File: src/rtl/eab_pkg.sv
package eab_pkg;
  localparam int unsigned EAB_AW    = 14;
  localparam int unsigned EAB_SELW  = 5;
  localparam int unsigned EAB_CW    = 4;
  localparam int unsigned EAB_NFLAG = 4;

  // Condition code groups: ALWAYS, then one "set" code per flag, then one "clear" code per flag
  localparam logic [EAB_CW-1:0] COND_ALWAYS    = 4'd0;
  localparam logic [EAB_CW-1:0] COND_SET_BASE  = 4'd1;
  localparam logic [EAB_CW-1:0] COND_CLR_BASE  = 4'd1 + 4'(EAB_NFLAG);
  localparam logic [EAB_CW-1:0] COND_LAST_USED = 4'(2 * EAB_NFLAG);

  // flag bit positions
  localparam int unsigned FLAG_C = 0;
  localparam int unsigned FLAG_N = 1;
  localparam int unsigned FLAG_V = 2;
  localparam int unsigned FLAG_Z = 3;
endpackage

File: src/rtl/eab_addr_gen.sv
module eab_addr_gen #(
  parameter int unsigned AW   = 14,
  parameter int unsigned SELW = 5
) (
  input  logic [AW-1:0]   addr_field,
  input  logic [SELW-1:0] idx_sel,
  input  logic [AW-1:0]   idx_val,
  output logic            direct_mode,
  output logic [AW-1:0]   ea
);
  localparam logic [SELW-1:0] DIRECT_SEL = '0;

  // modulo-2^AW sum; the carry out is simply dropped
  function automatic logic [AW-1:0] f_ea(input logic [AW-1:0] base,
                                         input logic [AW-1:0] offs,
                                         input logic          is_direct);
    logic [AW:0] sum;
    sum = {1'b0, base} + {1'b0, (is_direct ? '0 : offs)};
    return sum[AW-1:0];
  endfunction

  assign direct_mode = (idx_sel == DIRECT_SEL);
  assign ea          = f_ea(addr_field, idx_val, direct_mode);

  // direct mode passes the field through unchanged
  always_comb begin
    if (direct_mode) a_direct_r1: assert (ea == addr_field);
  end
endmodule

File: src/rtl/eab_cond_eval.sv
module eab_cond_eval
  import eab_pkg::*;
#(
  parameter int unsigned CW    = EAB_CW,
  parameter int unsigned NFLAG = EAB_NFLAG
) (
  input  logic             is_jump,
  input  logic [CW-1:0]    cond,
  input  logic [NFLAG-1:0] flags,
  output logic             cond_met,
  output logic             take
);
  logic [NFLAG-1:0] set_hit;
  logic [NFLAG-1:0] clr_hit;
  logic             always_hit;

  genvar gi;
  generate
    for (gi = 0; gi < NFLAG; gi++) begin : g_flag
      assign set_hit[gi] = (cond == CW'(COND_SET_BASE + gi)) &&  flags[gi];
      assign clr_hit[gi] = (cond == CW'(COND_CLR_BASE + gi)) && !flags[gi];
    end
  endgenerate

  assign always_hit = (cond == CW'(COND_ALWAYS));
  assign cond_met   = always_hit | (|set_hit) | (|clr_hit);
  assign take       = is_jump & cond_met;

  // set and clear matches are exclusive for any single code
  always_comb begin
    a_onehit_r6: assert ($onehot0({always_hit, set_hit, clr_hit}));
  end
endmodule

File: src/rtl/eab_pc_sel.sv
module eab_pc_sel #(
  parameter int unsigned AW = 14
) (
  input  logic [AW-1:0] pc,
  input  logic [AW-1:0] target,
  input  logic          take,
  output logic [AW-1:0] seq_pc,
  output logic [AW-1:0] nxt
);
  function automatic logic [AW-1:0] f_inc(input logic [AW-1:0] v);
    return v + AW'(1);
  endfunction

  assign seq_pc = f_inc(pc);
  assign nxt    = take ? target : seq_pc;
endmodule

File: src/rtl/eab_unit.sv
module eab_unit
  import eab_pkg::*;
#(
  parameter int unsigned AW    = EAB_AW,
  parameter int unsigned SELW  = EAB_SELW,
  parameter int unsigned CW    = EAB_CW,
  parameter int unsigned NFLAG = EAB_NFLAG
) (
  input  logic             clk,
  input  logic             rst_n,
  input  logic             in_valid,
  input  logic             is_jump,
  input  logic [AW-1:0]    addr_field,
  input  logic [SELW-1:0]  idx_sel,
  input  logic [AW-1:0]    idx_val,
  input  logic [AW-1:0]    pc,
  input  logic [NFLAG-1:0] flags,
  input  logic [CW-1:0]    cond,
  output logic             out_valid,
  output logic [AW-1:0]    eff_addr,
  output logic             taken,
  output logic [AW-1:0]    next_pc
);
  logic          direct_mode;
  logic [AW-1:0] ea_comb;
  logic          cond_met;
  logic          take_comb;
  logic [AW-1:0] seq_pc;
  logic [AW-1:0] nxt_comb;

  eab_addr_gen #(.AW(AW), .SELW(SELW)) u_addr (
    .addr_field (addr_field),
    .idx_sel    (idx_sel),
    .idx_val    (idx_val),
    .direct_mode(direct_mode),
    .ea         (ea_comb)
  );

  eab_cond_eval #(.CW(CW), .NFLAG(NFLAG)) u_cond (
    .is_jump (is_jump),
    .cond    (cond),
    .flags   (flags),
    .cond_met(cond_met),
    .take    (take_comb)
  );

  eab_pc_sel #(.AW(AW)) u_pcsel (
    .pc    (pc),
    .target(ea_comb),
    .take  (take_comb),
    .seq_pc(seq_pc),
    .nxt   (nxt_comb)
  );

  always_ff @(posedge clk) begin
    if (!rst_n) begin
      out_valid <= 1'b0;
      eff_addr  <= '0;
      taken     <= 1'b0;
      next_pc   <= '0;
    end else begin
      out_valid <= in_valid;
      if (in_valid) begin
        eff_addr <= ea_comb;
        taken    <= take_comb;
        next_pc  <= nxt_comb;
      end
    end
  end

  p_direct_r1: assert property (@(posedge clk) disable iff (!rst_n)
    (in_valid && idx_sel == '0) |=> (eff_addr == $past(addr_field)));

  p_index_r2: assert property (@(posedge clk) disable iff (!rst_n)
    (in_valid && idx_sel != '0) |=> (eff_addr == AW'($past(addr_field) + $past(idx_val))));

  p_always_r4: assert property (@(posedge clk) disable iff (!rst_n)
    (in_valid && is_jump && cond == CW'(COND_ALWAYS)) |=> taken);

  p_setflag_r5: assert property (@(posedge clk) disable iff (!rst_n)
    (in_valid && is_jump && cond >= CW'(COND_SET_BASE) && cond < CW'(COND_CLR_BASE))
      |=> (taken == $past(flags[2'(cond - CW'(COND_SET_BASE))])));

  p_clrflag_r6: assert property (@(posedge clk) disable iff (!rst_n)
    (in_valid && is_jump && cond >= CW'(COND_CLR_BASE) && cond <= CW'(COND_LAST_USED))
      |=> (taken == !$past(flags[2'(cond - CW'(COND_CLR_BASE))])));

  p_never_r7: assert property (@(posedge clk) disable iff (!rst_n)
    (in_valid && cond > CW'(COND_LAST_USED)) |=> !taken);

  p_target_r8: assert property (@(posedge clk) disable iff (!rst_n)
    (out_valid && taken) |-> (next_pc == eff_addr));

  p_seq_r9: assert property (@(posedge clk) disable iff (!rst_n)
    in_valid |=> (taken || next_pc == AW'($past(pc) + AW'(1))));

  p_nojump_r10: assert property (@(posedge clk) disable iff (!rst_n)
    (in_valid && !is_jump) |=> !taken);

  p_valid_r11: assert property (@(posedge clk) disable iff (!rst_n)
    in_valid |=> out_valid);

  p_hold_r11: assert property (@(posedge clk) disable iff (!rst_n)
    !in_valid |=> (!out_valid && $stable(eff_addr) && $stable(next_pc) && $stable(taken)));

  // internal decision must agree with the staged select
  p_met_r8: assert property (@(posedge clk) disable iff (!rst_n)
    (in_valid && is_jump && cond_met && !direct_mode) |=> (taken && next_pc == eff_addr));
endmodule

File: config.mk
export PLATFORM = sky130hd
export DESIGN_NAME = eab_unit
export DESIGN_NICKNAME = d
export VERILOG_FILES = /design/src/rtl/eab_pkg.sv /design/src/rtl/eab_addr_gen.sv /design/src/rtl/eab_cond_eval.sv /design/src/rtl/eab_pc_sel.sv /design/src/rtl/eab_unit.sv
export SDC_FILE = /design/constraint.sdc
export NUM_CORES = 1
export LEC_CHECK = 0
export BUFFER_PORTS_ARGS = -buffer_cell sky130_fd_sc_hd__buf_2
export CAP_MARGIN = 20
export CORE_UTILIZATION = 30
export DETAILED_ROUTE_END_ITERATION = 8
export HOLD_SLACK_MARGIN = 0.1
export PLACE_DENSITY = 0.66
export REMOVE_ABC_BUFFERS = 1
export SKIP_CTS_REPAIR_TIMING = 1
export SLEW_MARGIN = 20
export SYNTH_ARGS = -nofsm -noshare
export SYNTH_HDL_FRONTEND = slang
export SYNTH_SLANG_ARGS = --single-unit
File: constraint.sdc
create_clock -name clk -period 3.3 [get_ports clk]
set_input_delay 0.825 -clock clk [delete_from_list [all_inputs] [get_ports clk]]
set_output_delay 0.825 -clock clk [all_outputs]
set_load 0.02 [all_outputs]
# --- Word-level counts from Yosys, hierarchy flattened ---
# Index checks and enable logic that the tools add are counted.
word_totals:
  mem_bits_rw: 0
  output_inout_bits: 30
  romBits: 0
  in_bits: 59
  mem_count: 0
  latchBits: 0
  reg_bits: 30
op_classes:
  n_div: 0
  n_eq_ne: 8
  addsub: 2
  n_bitwise: 3
  shifts: 0
  n_reduce_logical: 16
  mul: 0
  mux: 2
  n_lt_le_gt_ge: 0
op_table:
  columns: ["cell", "count"]
  rows:
  - ["$mux W14", 2]
  - ["$eq A4 B3 Y1 const B", 4]
  - ["$add A14 B1 Y14 const B", 1]
  - ["$add A14 B14 Y14", 1]
  - ["$eq A4 B2 Y1 const B", 2]
  - ["$logic_and A1 B1 Y1", 8]
  - ["$reduce_or A4 Y1", 2]
  - ["$logic_not A5 Y1", 1]
  - ["$eq A4 B1 Y1 const B", 1]
  - ["$eq A4 B4 Y1 const B", 1]
  - ["$logic_not A1 Y1", 4]
  - ["$logic_not A4 Y1", 1]
  - ["$or A1 B1 Y1", 2]
  - ["$and A1 B1 Y1", 1]

# --- Longest topological paths before layout ---
logic_depth:
  word_depth: 7
  mapped_depth: 13
  ltp_nobuf: 13

# --- Cells and area by module ---
# A second synthesis with hierarchy kept.
unflattened:
  hier_cells: 295
  hier_area_um2: 2523.7
modules_own_cells:
  columns: ["module", "instances", "area_per_inst_um2", "cells_per_inst"]
  rows:
  - ["eab_unit", 1, 1161.1, 96]
  - ["eab_addr_gen", 1, 790.8, 109]
  - ["eab_pc_sel", 1, 489.2, 78]
  - ["eab_cond_eval", 1, 82.6, 12]

# --- Worst setup path before layout ---
# No wires, ideal clock.
synth_path:
  kind: "input to register"
  start: "input port idx_sel[3]"
  end: "register eff_addr[12]"
  path_stages: 12
  slack_ps: 195
  arrival_time_ps: 2976
  path_cell_list: "nor3_1 > nand2_1 > clkbuf_1 > and2_1 > ha_1 > nor2b_1 > o31a_1 > nor4_2 > o21bai_1 > a311oi_2 > xor2_1 > o21ai_0"
synth_between:
  elab_chain_len: 3
synth_rtl:
  columns: ["item", "line_no", "rtl"]
  rows:
  - ["start: declaration", "eab_unit.sv:14", "input logic [SELW-1:0] idx_sel,"]
  - ["$logic_not A5 Y1", "eab_addr_gen.sv:22", "assign direct_mode = (idx_sel == DIRECT_SEL);"]
  - ["$mux W14", "eab_addr_gen.sv:18", "sum = {1'b0, base} + {1'b0, (is_direct ? '0 : offs)};"]
  - ["$add A14 B14 Y14", "eab_addr_gen.sv:18", null]
  - ["end signal: assignment", "eab_unit.sv:64", "eff_addr <= ea_comb;"]
  - ["end: declaration", "eab_unit.sv:20", "output logic [AW-1:0] eff_addr,"]
# Every way passes these cells.
# A chain may end at the register's enable or synchronous reset.

# --- Worst setup path after layout ---
# Same ends and word-level chain as after synthesis.

==> flow_metrics.tcl <==
set metrics [dict create \
    status "finished, final reports clean" \
    tightest_slew_ns 0.645 \
    totalWireLength_um 5650 \
    synthArstFlopShare_pct 0 \
    wl_per_cell_um 12.7 \
    htreeDepth 2 \
    final_common_cell "buf_2" \
    clockRootBuffer "clkbuf_8" \
    startpoint_type "primary input" \
    clk_pin_slew_ns 0.07 \
    power_density_nw_per_um2 394 \
    holdPathStages 2 \
    cts_buffers 5 \
    final_cell_mix "buf_2, dfxtp_1, nor2_1, o21ai_0, a21oi_1" \
    postRouteAntennaNets 0 \
    worst-endpoint-required_ns 3.45 \
    fin_cells 444 \
    finalMaxSlewViolations 0 \
    fmax_mhz 324 \
    place_congestion 0.818 \
    drive_gt1_share_pct 31.3 \
    cp_max_fo 6 \
    ios 89 \
    crit_type "in2reg" \
    ir_drop_uv 147 \
    vias 2186 \
    hold_slack_ns 0.478 \
    avgSynthCellArea_um2 7.86 \
    hold_viol_final 0 \
    crit_buf_inv 2 \
    placedCellCount 433 \
    grt_max_degree 25 \
    vias_per_cell 4.92 \
    endpoint_kind "flip-flop" \
    power.leakage_nw 1.33 \
    drtPass1Iterations 4 \
    antennaDiodeCount 0 \
    slowest_delay_ns 0.31 \
    clock_latency_ns 0.28 \
    hp-class "reg2reg" \
    finClkSkew_ns 0 \
    yosys_warnings 0 \
    nets 437 \
    critical_path.top_delay_family "compound AO/OA/AOI/OAI gates" \
    dr.first_iter.drc_count 85 \
    r2r_cells 3 \
    die_area_um2 7300 \
    rsz0062_at_grt "false" \
    synth_seq_area_share_pct 28.7 \
    clock-sinks 30 \
    layout-area-overhead-vs-synth_pct 33.2 \
    ys_types 36 \
    drc 0 \
    fin_crit_ns 3.08 \
    tritoncts "yes" \
    post-route-period-util_pct 93.4 \
    overflow 0 \
    core_um2 6760 \
    io_buffers 88 \
    grt_pass1_vias 2058 \
    r2r_end "eff_addr[9]$_SDFFE_PN0P_" \
    cap_viol_max_count 0 \
    row_count 30 \
    synth_ff_type "dfxtp_1" \
    r2r_slack_ns 2.58 \
    antenna_found_initial 0 \
    synth-seq-cells 30 \
    syn_area_um2 2090 \
    arrival_ns 3.24 \
    grt_pass1_wl_um 9090 \
    grt_usage_pct 15.5 \
    path_cells "buf_2, nor3_4, nand2_2, and2_1, ha_1, inv_1, fa_1, nor2b_1, o31a_1, nor4_2, o21bai_1, a311oi_2, xor2_1, o21ai_0" \
    relSlewSlack_pct 57.0 \
    ctsLongestPathBuffers 2 \
    finalSetupTns_ns 0 \
    min_delay_worst_endpoint "next_pc[2]$_SDFFE_PN0P_" \
    startpoint "idx_sel[3]" \
    chipWidth_um 85.5 \
    synthCells 266 \
    setup_violations 0 \
    synth-edff-count 0 \
    fin_util_pct 41.2 \
    fin_ws_ns 0.217 \
    min-delay-start "next_pc[2]$_SDFFE_PN0P_" \
    worstReg2RegStart "eff_addr[9]$_SDFFE_PN0P_" \
    critPathSlowestCell "a311oi_2" \
    dp_slack_ns -0.284 \
    hpwl_um 4450 \
    die_h_um 85.5 \
    start_util_pct 30.9 \
]
==> per-stage QoR <==
stage	instance area, um^2	power [W]
2_1_floorplan	2040	0.000651
3_3_place_gp	2660	0.000789
3_5_place_dp	2660	0.000796
4_1_cts	2750	0.00110
5_1_grt	2780	0.00117
6_report	2780	0.00110
==> worst register-to-register path, cell delays in order, from the launching register on <==
cell and delay (ns):
dfxtp_1 0.31, nand2_1 0.06, o21ai_0 0.08, and2_1 0.18
==> worst max path at each step <==
stage          slack (ns)  depth (start not counted)                         to
3_3_place_gp        -0.10                         14  eff_addr[12]$_SDFFE_PN0P_
2_1_floorplan        0.22                         13  eff_addr[12]$_SDFFE_PN0P_
4_1_cts              0.02                         14  eff_addr[12]$_SDFFE_PN0P_
5_1_grt              0.02                         14   next_pc[12]$_SDFFE_PN0P_
3_5_place_dp        -0.28                         14  eff_addr[12]$_SDFFE_PN0P_
6_report             0.22                         14  eff_addr[12]$_SDFFE_PN0P_
==> logic make-up (layout without fill, tap and decap cells) <==
family | Yosys count | in the layout | synth area share [%]
buffers and inverters | 21 | 118 | 3.95
XOR/XNOR | 23 | 23 | 9.64
AO/OA/AOI/OAI | 72 | 72 | 21.2
AND/OR/NAND/NOR | 95 | 96 | 22.3
flip-flops | 30 | 30 | 28.7
multiplexers | 10 | 10 | 4.85
adder cells (fa/ha/maj) | 15 | 15 | 9.34
==> synth_stat cells, types with 11 or more instances <==
cell | number | area, um^2
xor2_1 | 14 | 123
and2_1 | 15 | 93.8
nor2_1 | 29 | 109
nand2_1 | 14 | 52.6
ha_1 | 14 | 175
o21ai_0 | 24 | 120
a21oi_1 | 18 | 90.1
dfxtp_1 | 30 | 601
nor3_1 | 11 | 55.1
nand3_1 | 13 | 65.1
==> state kept, by name, indices dropped and copies added, names as in the netlist <==
| signal | cells |
|---|---|
| eff_addr | 14 |
| next_pc | 14 |
| out_valid | 1 |
| taken | 1 |
==> area by class of cell <==
| cell class | instances | area, um^2 |
|---|---|---|
| fill | 722 | 3970 |
| multi-input combinational | 216 | 1420 |
| sequential | 30 | 601 |
| timing repair buffer | 100 | 531 |
| tap | 80 | 100 |
| clock buffer | 7 | 86.3 |
| inverter | 10 | 37.5 |
| clock inverter | 1 | 5.00 |
==> where the power goes <==
group	total [W]	internal, W	switching, W
Combinational	0.000375	0.000160	0.000215
Clock	0.000307	0.000168	0.000139
Sequential	0.000415	0.000397	0.0000173
Total	0.00110	0.000725	0.000371
==> layer usage <==
metal / track usage [%] / vias to the layer above / wire, um
li1: - / 1136 / -
met1: 18.8 / 990 / 2550
met4: 4.85 / 0 / 64
met5: 0 / - / 0
met2: 26.6 / 54 / 2670
met3: 4.28 / 6 / 359
Note: power is estimated with default switching activity, not from simulation.
